===== config.mk =====
export PLATFORM = sky130hd
export DESIGN_NAME = bit_slice_alu
export DESIGN_NICKNAME = d
export VERILOG_FILES = /design/src/rtl/alu_pkg.sv /design/src/rtl/alu_bit_slice.sv /design/src/rtl/alu_slice_chain.sv /design/src/rtl/alu_flag_unit.sv /design/src/rtl/bit_slice_alu.sv
export SDC_FILE = /design/constraint.sdc
export NUM_CORES = 1
export LEC_CHECK = 0
export ABC_CLOCK_PERIOD_IN_PS = 18300
export BUFFER_PORTS_ARGS = -buffer_cell sky130_fd_sc_hd__buf_4
export CORE_UTILIZATION = 51
export DETAILED_ROUTE_END_ITERATION = 12
export PLACE_DENSITY = 0.79
export SETUP_SLACK_MARGIN = 0.05
export SLEW_MARGIN = 20
export SYNTH_ARGS = -nofsm -noshare
export SYNTH_HDL_FRONTEND = slang
export SYNTH_SLANG_ARGS = --single-unit

===== constraint.sdc =====
create_clock -name vclk -period 18.3
set_input_delay 0.915 -clock vclk [all_inputs]
set_output_delay 0.915 -clock vclk [all_outputs]
set_load 0.05 [all_outputs]

===== src/rtl/alu_pkg.sv =====
// Package: shared operation codes and control-field layout for the bit-sliced ALU.
// Assumes the 4-bit code is consumed directly as {invert A, invert B, select[1:0]}.
package alu_pkg;

    localparam int OP_W = 4;

    localparam logic [OP_W-1:0] OP_AND = 4'b0000;
    localparam logic [OP_W-1:0] OP_OR  = 4'b0001;
    localparam logic [OP_W-1:0] OP_ADD = 4'b0010;
    localparam logic [OP_W-1:0] OP_SUB = 4'b0110;
    localparam logic [OP_W-1:0] OP_SLT = 4'b0111;
    localparam logic [OP_W-1:0] OP_NOR = 4'b1100;

    // Slice output selector (operation code bits 1:0).
    typedef enum logic [1:0] {
        SEL_AND  = 2'b00,
        SEL_OR   = 2'b01,
        SEL_SUM  = 2'b10,
        SEL_LESS = 2'b11
    } sel_e;

    // Control fields as they sit in the operation code.
    typedef struct packed {
        logic inv_a;
        logic inv_b;
        sel_e sel;
    } ctl_t;

    // Split an operation code into its control fields.
    function automatic ctl_t decode_op(input logic [OP_W-1:0] op);
        ctl_t c;
        c.inv_a = op[3];
        c.inv_b = op[2];
        c.sel   = sel_e'(op[1:0]);
        return c;
    endfunction

endpackage


===== src/rtl/alu_bit_slice.sv =====
// Module: one-bit ALU slice.
// Conditionally inverts each operand bit, forms AND, OR and a full-adder sum,
// and selects one of these or the externally supplied less-than bit.
// Assumes the caller chains carry_o of this slice to carry_i of the next.
module alu_bit_slice
    import alu_pkg::*;
(
    input  logic a_i,
    input  logic b_i,
    input  logic inv_a_i,
    input  logic inv_b_i,
    input  logic carry_i,
    input  logic less_i,
    input  sel_e sel_i,
    output logic res_o,
    output logic sum_o,
    output logic carry_o
);

    logic a_eff;
    logic b_eff;
    logic half;

    // Operand conditioning and full adder.
    always_comb begin
        a_eff   = a_i ^ inv_a_i;
        b_eff   = b_i ^ inv_b_i;
        half    = a_eff ^ b_eff;
        sum_o   = half ^ carry_i;
        carry_o = (a_eff & b_eff) | (carry_i & half);
    end

    // Output selection for this bit.
    always_comb begin
        unique case (sel_i)
            SEL_AND:  res_o = a_eff & b_eff;
            SEL_OR:   res_o = a_eff | b_eff;
            SEL_SUM:  res_o = sum_o;
            SEL_LESS: res_o = less_i;
            default:  res_o = 1'b0;
        endcase
    end

endmodule


===== src/rtl/alu_slice_chain.sv =====
// Module: ripple chain of WIDTH one-bit slices.
// Slice 0 takes its carry from the invert-B control and the less-than bit from
// set_less_i; every upper slice sees a less-than input of 0.
// Exposes only the carries around the top slice and its sum for flag logic.
module alu_slice_chain
    import alu_pkg::*;
#(
    parameter int WIDTH = 32
) (
    input  logic [WIDTH-1:0] a_i,
    input  logic [WIDTH-1:0] b_i,
    input  ctl_t             ctl_i,
    input  logic             set_less_i,
    output logic [WIDTH-1:0] res_o,
    output logic             sum_msb_o,
    output logic             carry_msb_in_o,
    output logic             carry_out_o
);

    localparam int MSB = WIDTH - 1;

    logic [WIDTH:0]   carry;
    logic [WIDTH-1:0] sum;

    // Carry into the least significant slice: 1 for subtraction forms.
    always_comb carry[0] = ctl_i.inv_b;

    for (genvar i = 0; i < WIDTH; i++) begin : g_slice
        logic less_bit;
        if (i == 0) begin : g_lsb
            assign less_bit = set_less_i;
        end else begin : g_upper
            assign less_bit = 1'b0;
        end

        alu_bit_slice u_slice (
            .a_i     (a_i[i]),
            .b_i     (b_i[i]),
            .inv_a_i (ctl_i.inv_a),
            .inv_b_i (ctl_i.inv_b),
            .carry_i (carry[i]),
            .less_i  (less_bit),
            .sel_i   (ctl_i.sel),
            .res_o   (res_o[i]),
            .sum_o   (sum[i]),
            .carry_o (carry[i+1])
        );
    end

    // Top-slice signals needed by the flag unit.
    always_comb begin
        sum_msb_o      = sum[MSB];
        carry_msb_in_o = carry[MSB];
        carry_out_o    = carry[WIDTH];
    end

endmodule


===== src/rtl/alu_flag_unit.sv =====
// Module: flag and comparison logic for the bit-sliced ALU.
// Derives raw overflow from the carries around the top slice, the signed
// less-than bit, and the reported zero, carry and overflow flags.
// Assumes carry and overflow are meaningful only when the sum is selected.
module alu_flag_unit
    import alu_pkg::*;
#(
    parameter int WIDTH = 32
) (
    input  sel_e             sel_i,
    input  logic             sum_msb_i,
    input  logic             carry_msb_in_i,
    input  logic             carry_out_i,
    input  logic [WIDTH-1:0] result_i,
    output logic             set_less_o,
    output logic             zero_o,
    output logic             carry_o,
    output logic             overflow_o
);

    logic ovf_raw;

    // Signed comparison, corrected by overflow of the difference.
    always_comb begin
        ovf_raw    = carry_msb_in_i ^ carry_out_i;
        set_less_o = sum_msb_i ^ ovf_raw;
    end

    // Reported flags.
    always_comb begin
        zero_o     = (result_i == '0);
        carry_o    = (sel_i == SEL_SUM) ? carry_out_i : 1'b0;
        overflow_o = (sel_i == SEL_SUM) ? ovf_raw : 1'b0;
    end

endmodule


===== src/rtl/bit_slice_alu.sv =====
// Module: top of the bit-sliced integer ALU.
// Combinational: decodes the operation code, runs the slice chain and the
// flag unit. Holds no state, so it needs neither clock nor reset.
module bit_slice_alu
    import alu_pkg::*;
#(
    parameter int WIDTH = 32
) (
    input  logic [WIDTH-1:0] a_i,
    input  logic [WIDTH-1:0] b_i,
    input  logic [OP_W-1:0]  op_i,
    output logic [WIDTH-1:0] result_o,
    output logic             zero_o,
    output logic             carry_o,
    output logic             overflow_o
);

    ctl_t ctl;
    logic set_less;
    logic sum_msb;
    logic carry_msb_in;
    logic carry_out;

    // Control field split.
    always_comb ctl = decode_op(op_i);

    alu_slice_chain #(.WIDTH(WIDTH)) u_chain (
        .a_i            (a_i),
        .b_i            (b_i),
        .ctl_i          (ctl),
        .set_less_i     (set_less),
        .res_o          (result_o),
        .sum_msb_o      (sum_msb),
        .carry_msb_in_o (carry_msb_in),
        .carry_out_o    (carry_out)
    );

    alu_flag_unit #(.WIDTH(WIDTH)) u_flags (
        .sel_i          (ctl.sel),
        .sum_msb_i      (sum_msb),
        .carry_msb_in_i (carry_msb_in),
        .carry_out_i    (carry_out),
        .result_i       (result_o),
        .set_less_o     (set_less),
        .zero_o         (zero_o),
        .carry_o        (carry_o),
        .overflow_o     (overflow_o)
    );

endmodule


-- Word level (Yosys, flattened, before mapping)
Cells that the tools add are included.
W data, S select, Z words.
- div/mod/pow operators: 0
- shifts and indexed selects: 0
- eq/ne operators: 3
- reductions and logical operators: 2
- muxes and demuxes: 34
- bitwise operators: 258
- multiply operators: 0
- magnitude comparators: 0
- add/subtract/negate cells: 0
- operator list (operator ; number):
    $xor A1 B1 Y1 ; 130
    $pmux W1 S4 ; 32
    $and A1 B1 Y1 ; 64
    $or A1 B1 Y1 ; 64
    $logic_not A32 Y1 ; 1
    $eq A2 B2 Y1 const B ; 2
    $eq A2 B1 Y1 const B ; 1
    $logic_not A2 Y1 ; 1
    $mux W1 ; 2
- latch bits: 0
- memories: 0
- logic and storage cells: 297
- output and inout port bits: 35
- bits in writable memories: 0
- memory bits (read-only): 0
- flip-flop bits (word level): 0
- bits of input ports: 68

-- Longest topological paths before layout
- depth after elaboration: 70
- gate-level depth with buffers: 44
- depth with buffers taken out: 42

-- Cells and area by module
Synthesis repeated with hierarchy kept, for this count alone.
- cells, all modules: 400
- area total of the unflattened synthesis: 3553.4 um^2
- modules (own cells, without submodules) (module ; times used ; area an instance (um^2) ; seq. area each (um^2) ; cells an instance):
    alu_bit_slice ; 32 ; 107.6 ; 0.0 ; 12
    alu_flag_unit ; 1 ; 106.4 ; 0.0 ; 15
    alu_slice_chain ; 1 ; 3.8 ; 0.0 ; 1

-- Worst setup path before layout
No wires, ideal clock.
- path type: input port to output port
- from: input op_i[2]
- to: output zero_o
- path buffers: 2
- slack: 3.338 ns
- stages on the path: 43
- data arrival time: 14.047 ns
- required time: 17.385 ns
- path through: clkbuf_1 -> clkbuf_1 -> xor2_1 -> fa_1 -> fa_1 -> fa_1 -> fa_1 -> inv_1 -> fa_1 -> fa_1 -> fa_1 -> fa_1 -> fa_1 -> fa_1 -> fa_1 -> fa_1 -> fa_1 -> inv_1 -> [... 7 more ...] -> fa_1 -> fa_1 -> fa_1 -> fa_1 -> fa_1 -> fa_1 -> fa_1 -> fa_1 -> fa_1 -> inv_1 -> fa_1 -> inv_1 -> fa_1 -> fa_1 -> mux4_2 -> nor4_1 -> nand2_1 -> nor3_2
- word-level cells in the longest chain between the ends: 70
- RTL lines (element ; line ; RTL):
    start: declaration ; bit_slice_alu.sv:11 ; input logic [OP_W-1:0] op_i,
    $xor A1 B1 Y1 ; alu_bit_slice.sv:27 ; b_eff = b_i ^ inv_b_i;
    $xor A1 B1 Y1 ; alu_bit_slice.sv:28 ; half = a_eff ^ b_eff;
    $and A1 B1 Y1 ; alu_bit_slice.sv:30 ; carry_o = (a_eff & b_eff) | (carry_i & half);
    $or A1 B1 Y1 ; alu_bit_slice.sv:30 ;
    $and A1 B1 Y1 ; alu_bit_slice.sv:30 ;
    $or A1 B1 Y1 ; alu_bit_slice.sv:30 ;
    $and A1 B1 Y1 ; alu_bit_slice.sv:30 ;
    $or A1 B1 Y1 ; alu_bit_slice.sv:30 ;
    [... 55 more ...] ; - ;
    $or A1 B1 Y1 ; alu_bit_slice.sv:30 ;
    $and A1 B1 Y1 ; alu_bit_slice.sv:30 ;
    $or A1 B1 Y1 ; alu_bit_slice.sv:30 ;
    $xor A1 B1 Y1 ; alu_flag_unit.sv:25 ; ovf_raw = carry_msb_in_i ^ carry_out_i;
    $xor A1 B1 Y1 ; alu_flag_unit.sv:26 ; set_less_o = sum_msb_i ^ ovf_raw;
    $pmux W1 S4 * ; alu_bit_slice.sv:35 ; unique case (sel_i)
    named net u_chain.g_slice[0].u_slice.res_o ; alu_bit_slice.sv:15 ; output logic res_o,
    $logic_not A32 Y1 * ; alu_flag_unit.sv:31 ; zero_o = (result_i == '0);
    end: declaration ; bit_slice_alu.sv:13 ; output logic zero_o,
Mark *: on every way through the listed nets, which the timed path passes. The rest lies on a longest branch.

-- Worst setup path after layout
- from: input op_i[3]
- to: output zero_o
- word-level cells in the longest chain between the ends: 70
- RTL lines (element ; line ; RTL):
    $xor A1 B1 Y1 ; alu_bit_slice.sv:26 ; a_eff = a_i ^ inv_a_i;
    $xor A1 B1 Y1 ; alu_bit_slice.sv:28 ;
    $and A1 B1 Y1 ; alu_bit_slice.sv:30 ;
    $or A1 B1 Y1 ; alu_bit_slice.sv:30 ;
    $and A1 B1 Y1 ; alu_bit_slice.sv:30 ;
    $or A1 B1 Y1 ; alu_bit_slice.sv:30 ;
    $and A1 B1 Y1 ; alu_bit_slice.sv:30 ;
    $or A1 B1 Y1 ; alu_bit_slice.sv:30 ;
    [... 54 more ...] ; - ;
    $and A1 B1 Y1 ; alu_bit_slice.sv:30 ;
    $or A1 B1 Y1 ; alu_bit_slice.sv:30 ;
    $and A1 B1 Y1 ; alu_bit_slice.sv:30 ;
    $or A1 B1 Y1 ; alu_bit_slice.sv:30 ;
    $xor A1 B1 Y1 ; alu_flag_unit.sv:25 ;
    $xor A1 B1 Y1 ; alu_flag_unit.sv:26 ;
    $pmux W1 S4 ; alu_bit_slice.sv:35 ;
    $logic_not A32 Y1 * ; alu_flag_unit.sv:31 ;
Mark *: on every way between the ends. The rest lies on a longest branch, timed or not.

==> metrics.log <==
INFO  metric outcome = completed
INFO  metric layout.cells.most_common_list = sky130_fd_sc_hd__buf_4 (103), sky130_fd_sc_hd__inv_1 (101), sky130_fd_sc_hd__ha_1 (64), sky130_fd_sc_hd__xor2_1 (62), sky130_fd_sc_hd__fa_1 (32)
INFO  metric globalRoute.totalOverflow = 0
INFO  metric first_pass_grt_wire_length = between 10000 and 15000 um
INFO  metric ctsResizeCount = 0
INFO  metric floorplan.die_area = around 7000 um^2
INFO  metric critical-path-slowest-cell = sky130_fd_sc_hd__fa_1
INFO  metric synth_area_leader_cell = sky130_fd_sc_hd__ha_1
INFO  metric floorplan.initialDensity = ~53%
INFO  metric power_per_cell_area = 48.3 nW/um^2
INFO  metric post_synth_num_cell_types = 24
INFO  metric multi_input_area = between 2000 and 3000 um^2
INFO  metric stdcell_count = about 530
INFO  metric layout_worst_path_cycle_share = between 80% and 90%
INFO  metric postRouteWirelength = 7550 um
INFO  metric final-setup-viol-count = 0
INFO  metric worst-endpoint-arrival = roughly 14 ns
INFO  metric finalWorstPathRequiredPeriod = approximately 15 ns
INFO  metric start_kind = input pin
INFO  metric syn_area_per_cell = 8.42 um^2
INFO  metric layout_net_count = between 600 and 700
INFO  metric synth.top_cell.area_share = 23.7%
INFO  metric area.sequential = 0 um^2
INFO  metric std_cell_rows = 29
INFO  metric post_synth_inst_count = around 400
INFO  metric grt_start_max_net_pins = 36
INFO  metric antennaDiodeCount = 0
INFO  metric synth_area_leaders = sky130_fd_sc_hd__ha_1 (24%), sky130_fd_sc_hd__fa_1 (19%), sky130_fd_sc_hd__xor2_1 (16%), sky130_fd_sc_hd__inv_1 (11%), sky130_fd_sc_hd__mux2i_1 (8.9%)
INFO  metric ys_seq_area_share = 0%
INFO  metric holdPathEnd = result_o[6]
INFO  metric leakagePower = about 2.2 nW
INFO  metric flow.area_growth_from_synthesis = 16.2%
INFO  metric critical_path.most_common_cell = sky130_fd_sc_hd__fa_1
INFO  metric routed_wire_length_per_instance = ~14 um
INFO  metric power.ir.vdd_worst = 0.0521 mV
INFO  metric grt_antenna_before_repair = 0
INFO  metric hold_path_class = input pin to output pin
INFO  metric cp_slowest_stage_delay = about 0.51 ns
INFO  metric die_w = about 83 um
INFO  metric core_area = 6390 um^2
INFO  metric place.detailed.instances = between 500 and 600
INFO  metric endpoint_kind = output pin
INFO  metric clkbuf_count = 0
INFO  metric timing_hold_violations_final = 0
INFO  metric grt.total_usage = a little over a fifth
INFO  metric drc_errors = 0
INFO  metric post_cts.repair.setup_buffers = 0
INFO  metric grt_setup_unrepaired = false
INFO  metric max_clock_freq = roughly 66 MHz
INFO  metric min_delay_path_depth = 3
INFO  metric max_cap_violations = 0
INFO  metric setup-tns-final = 0 ns
INFO  metric postSynthNetCount = about 570
INFO  metric timing.hold.worst.start = op_i[1]
INFO  metric drt_iter0_markers = 77
INFO  metric timing_worst_slew_pin_value = roughly 1.1 ns
INFO  metric routabilityCongestion = 0.787
INFO  metric io_pins = 103
INFO  metric avgViaCountPerCell = ~5
INFO  metric detailedRoute.firstPassIterationCount = 4
INFO  metric synth_area = 3370 um^2
INFO  metric drt.antenna.violating_nets = 0
INFO  metric seq_cells = 0
INFO  metric nFillCells = about 560
INFO  metric number_of_global_route_vias_before_repair = around 2700
INFO  metric hold_buffers = 0
INFO  metric critPathKind = input pin to output pin
INFO  metric final_layout_size_suffix_gt1_share = roughly 23%
INFO  metric buffer_ports.inserted = around 100
INFO  metric dr_total_vias = between 2000 and 3000
INFO  metric hpwl = 6230 um
INFO  metric worstPathMaxFanout = 32
INFO  metric cp.required = approximately 17 ns
INFO  metric yosys_warnings = 0
INFO  metric final_max_tran_viols = 0
INFO  metric floorplan_die_height = around 83 um
INFO  metric worst_slew_slack_as_a_fraction_of_its_limit = 25.6%
INFO  metric final_common_cell = sky130_fd_sc_hd__buf_4
metrics by stage:
step	worst slack (ns)	hold slack, ns	area (um^2)	utilization [%]	total power [mW]
4_1_cts	3.04	2.50	3920	61.4	0.190
2_1_floorplan	3.34	2.06	3370	-	0.151
5_1_grt	2.54	2.55	3920	61.4	0.208
6_report	3.05	2.50	3920	61.4	0.189
3_3_place_gp	3.36	2.49	3920	61.4	0.182
3_5_place_dp	3.09	2.50	3920	61.4	0.189
cell families (layout without fill, tap and decap cells):
kind of cell / Yosys count / count (layout) / share of synthesized area (%)
AO/OA/AOI/OAI: 33 / 33 / 5.82
XOR/XNOR: 66 / 66 / 17.1
adder cells (fa/ha/maj): 96 / 96 / 42.7
buffers and inverters: 151 / 204 / 20.8
multiplexers: 31 / 31 / 9.57
AND/OR/NAND/NOR: 24 / 24 / 4.00
layout make-up:
class / count / area share (%)
Inverter: 101 / 9.67
Multi-Input combinational cell: 250 / 68.2
Timing Repair Buffer: 103 / 19.7
Tap cell: 77 / 2.46
per-layer routing:
metal / up-vias / GRT usage, % / wire length, um
met1: 1212 / 27.1 / 3200
met3: 14 / 1.09 / 323
met2: 89 / 40.2 / 3850
li1: 1272 / - / -
met4: 0 / 5.17 / 176
met5: - / 0 / 0
synthesized netlist by cell type, drive strengths merged:
master,count
a21oi,1
ha,64
nand2,8
mux2i,30
clkbuf,10
nand4b,1
xnor2,4
nor2,3
or4,2
and2,1
nor2b,1
fa,32
o21ai,7
or4b,1
nor4,5
inv,101
buf,40
xor2,62
nor3,1
o22ai,25
nand2b,1
mux4,1
worst max-delay path, delay by kind of cell:
family	cells	cell delay (ns)
adders and majority gates	31	11.09
buffers and inverters	7	0.96
and+or+nand+nor	3	0.76
AOI/OAI and AO/OA	2	0.35
xor gates and xnor gates	1	0.20
how the worst max path moves through the flow:
| stage | start | endpoint | slack, ns | depth (start not counted) |
|---|---|---|---|---|
| after global routing | op_i[3] | zero_o | 2.54 | 44 |
| after floorplan | op_i[2] | zero_o | 3.34 | 43 |
| after global placement | op_i[3] | zero_o | 3.36 | 44 |
| after detailed placement | op_i[3] | zero_o | 3.09 | 44 |
| after CTS | op_i[3] | zero_o | 3.04 | 44 |
| final | op_i[3] | zero_o | 3.05 | 44 |
report_power, final:
| part | internal (mW) | switching (mW) | leakage, nW |
|---|---|---|---|
| Combinational | 0.0674 | 0.122 | 2.23 |
| Clock | 0 | 0 | 0 |
| Sequential | 0 | 0 | 0 |
No activity file was read; power rests on OpenSTA's default activity.
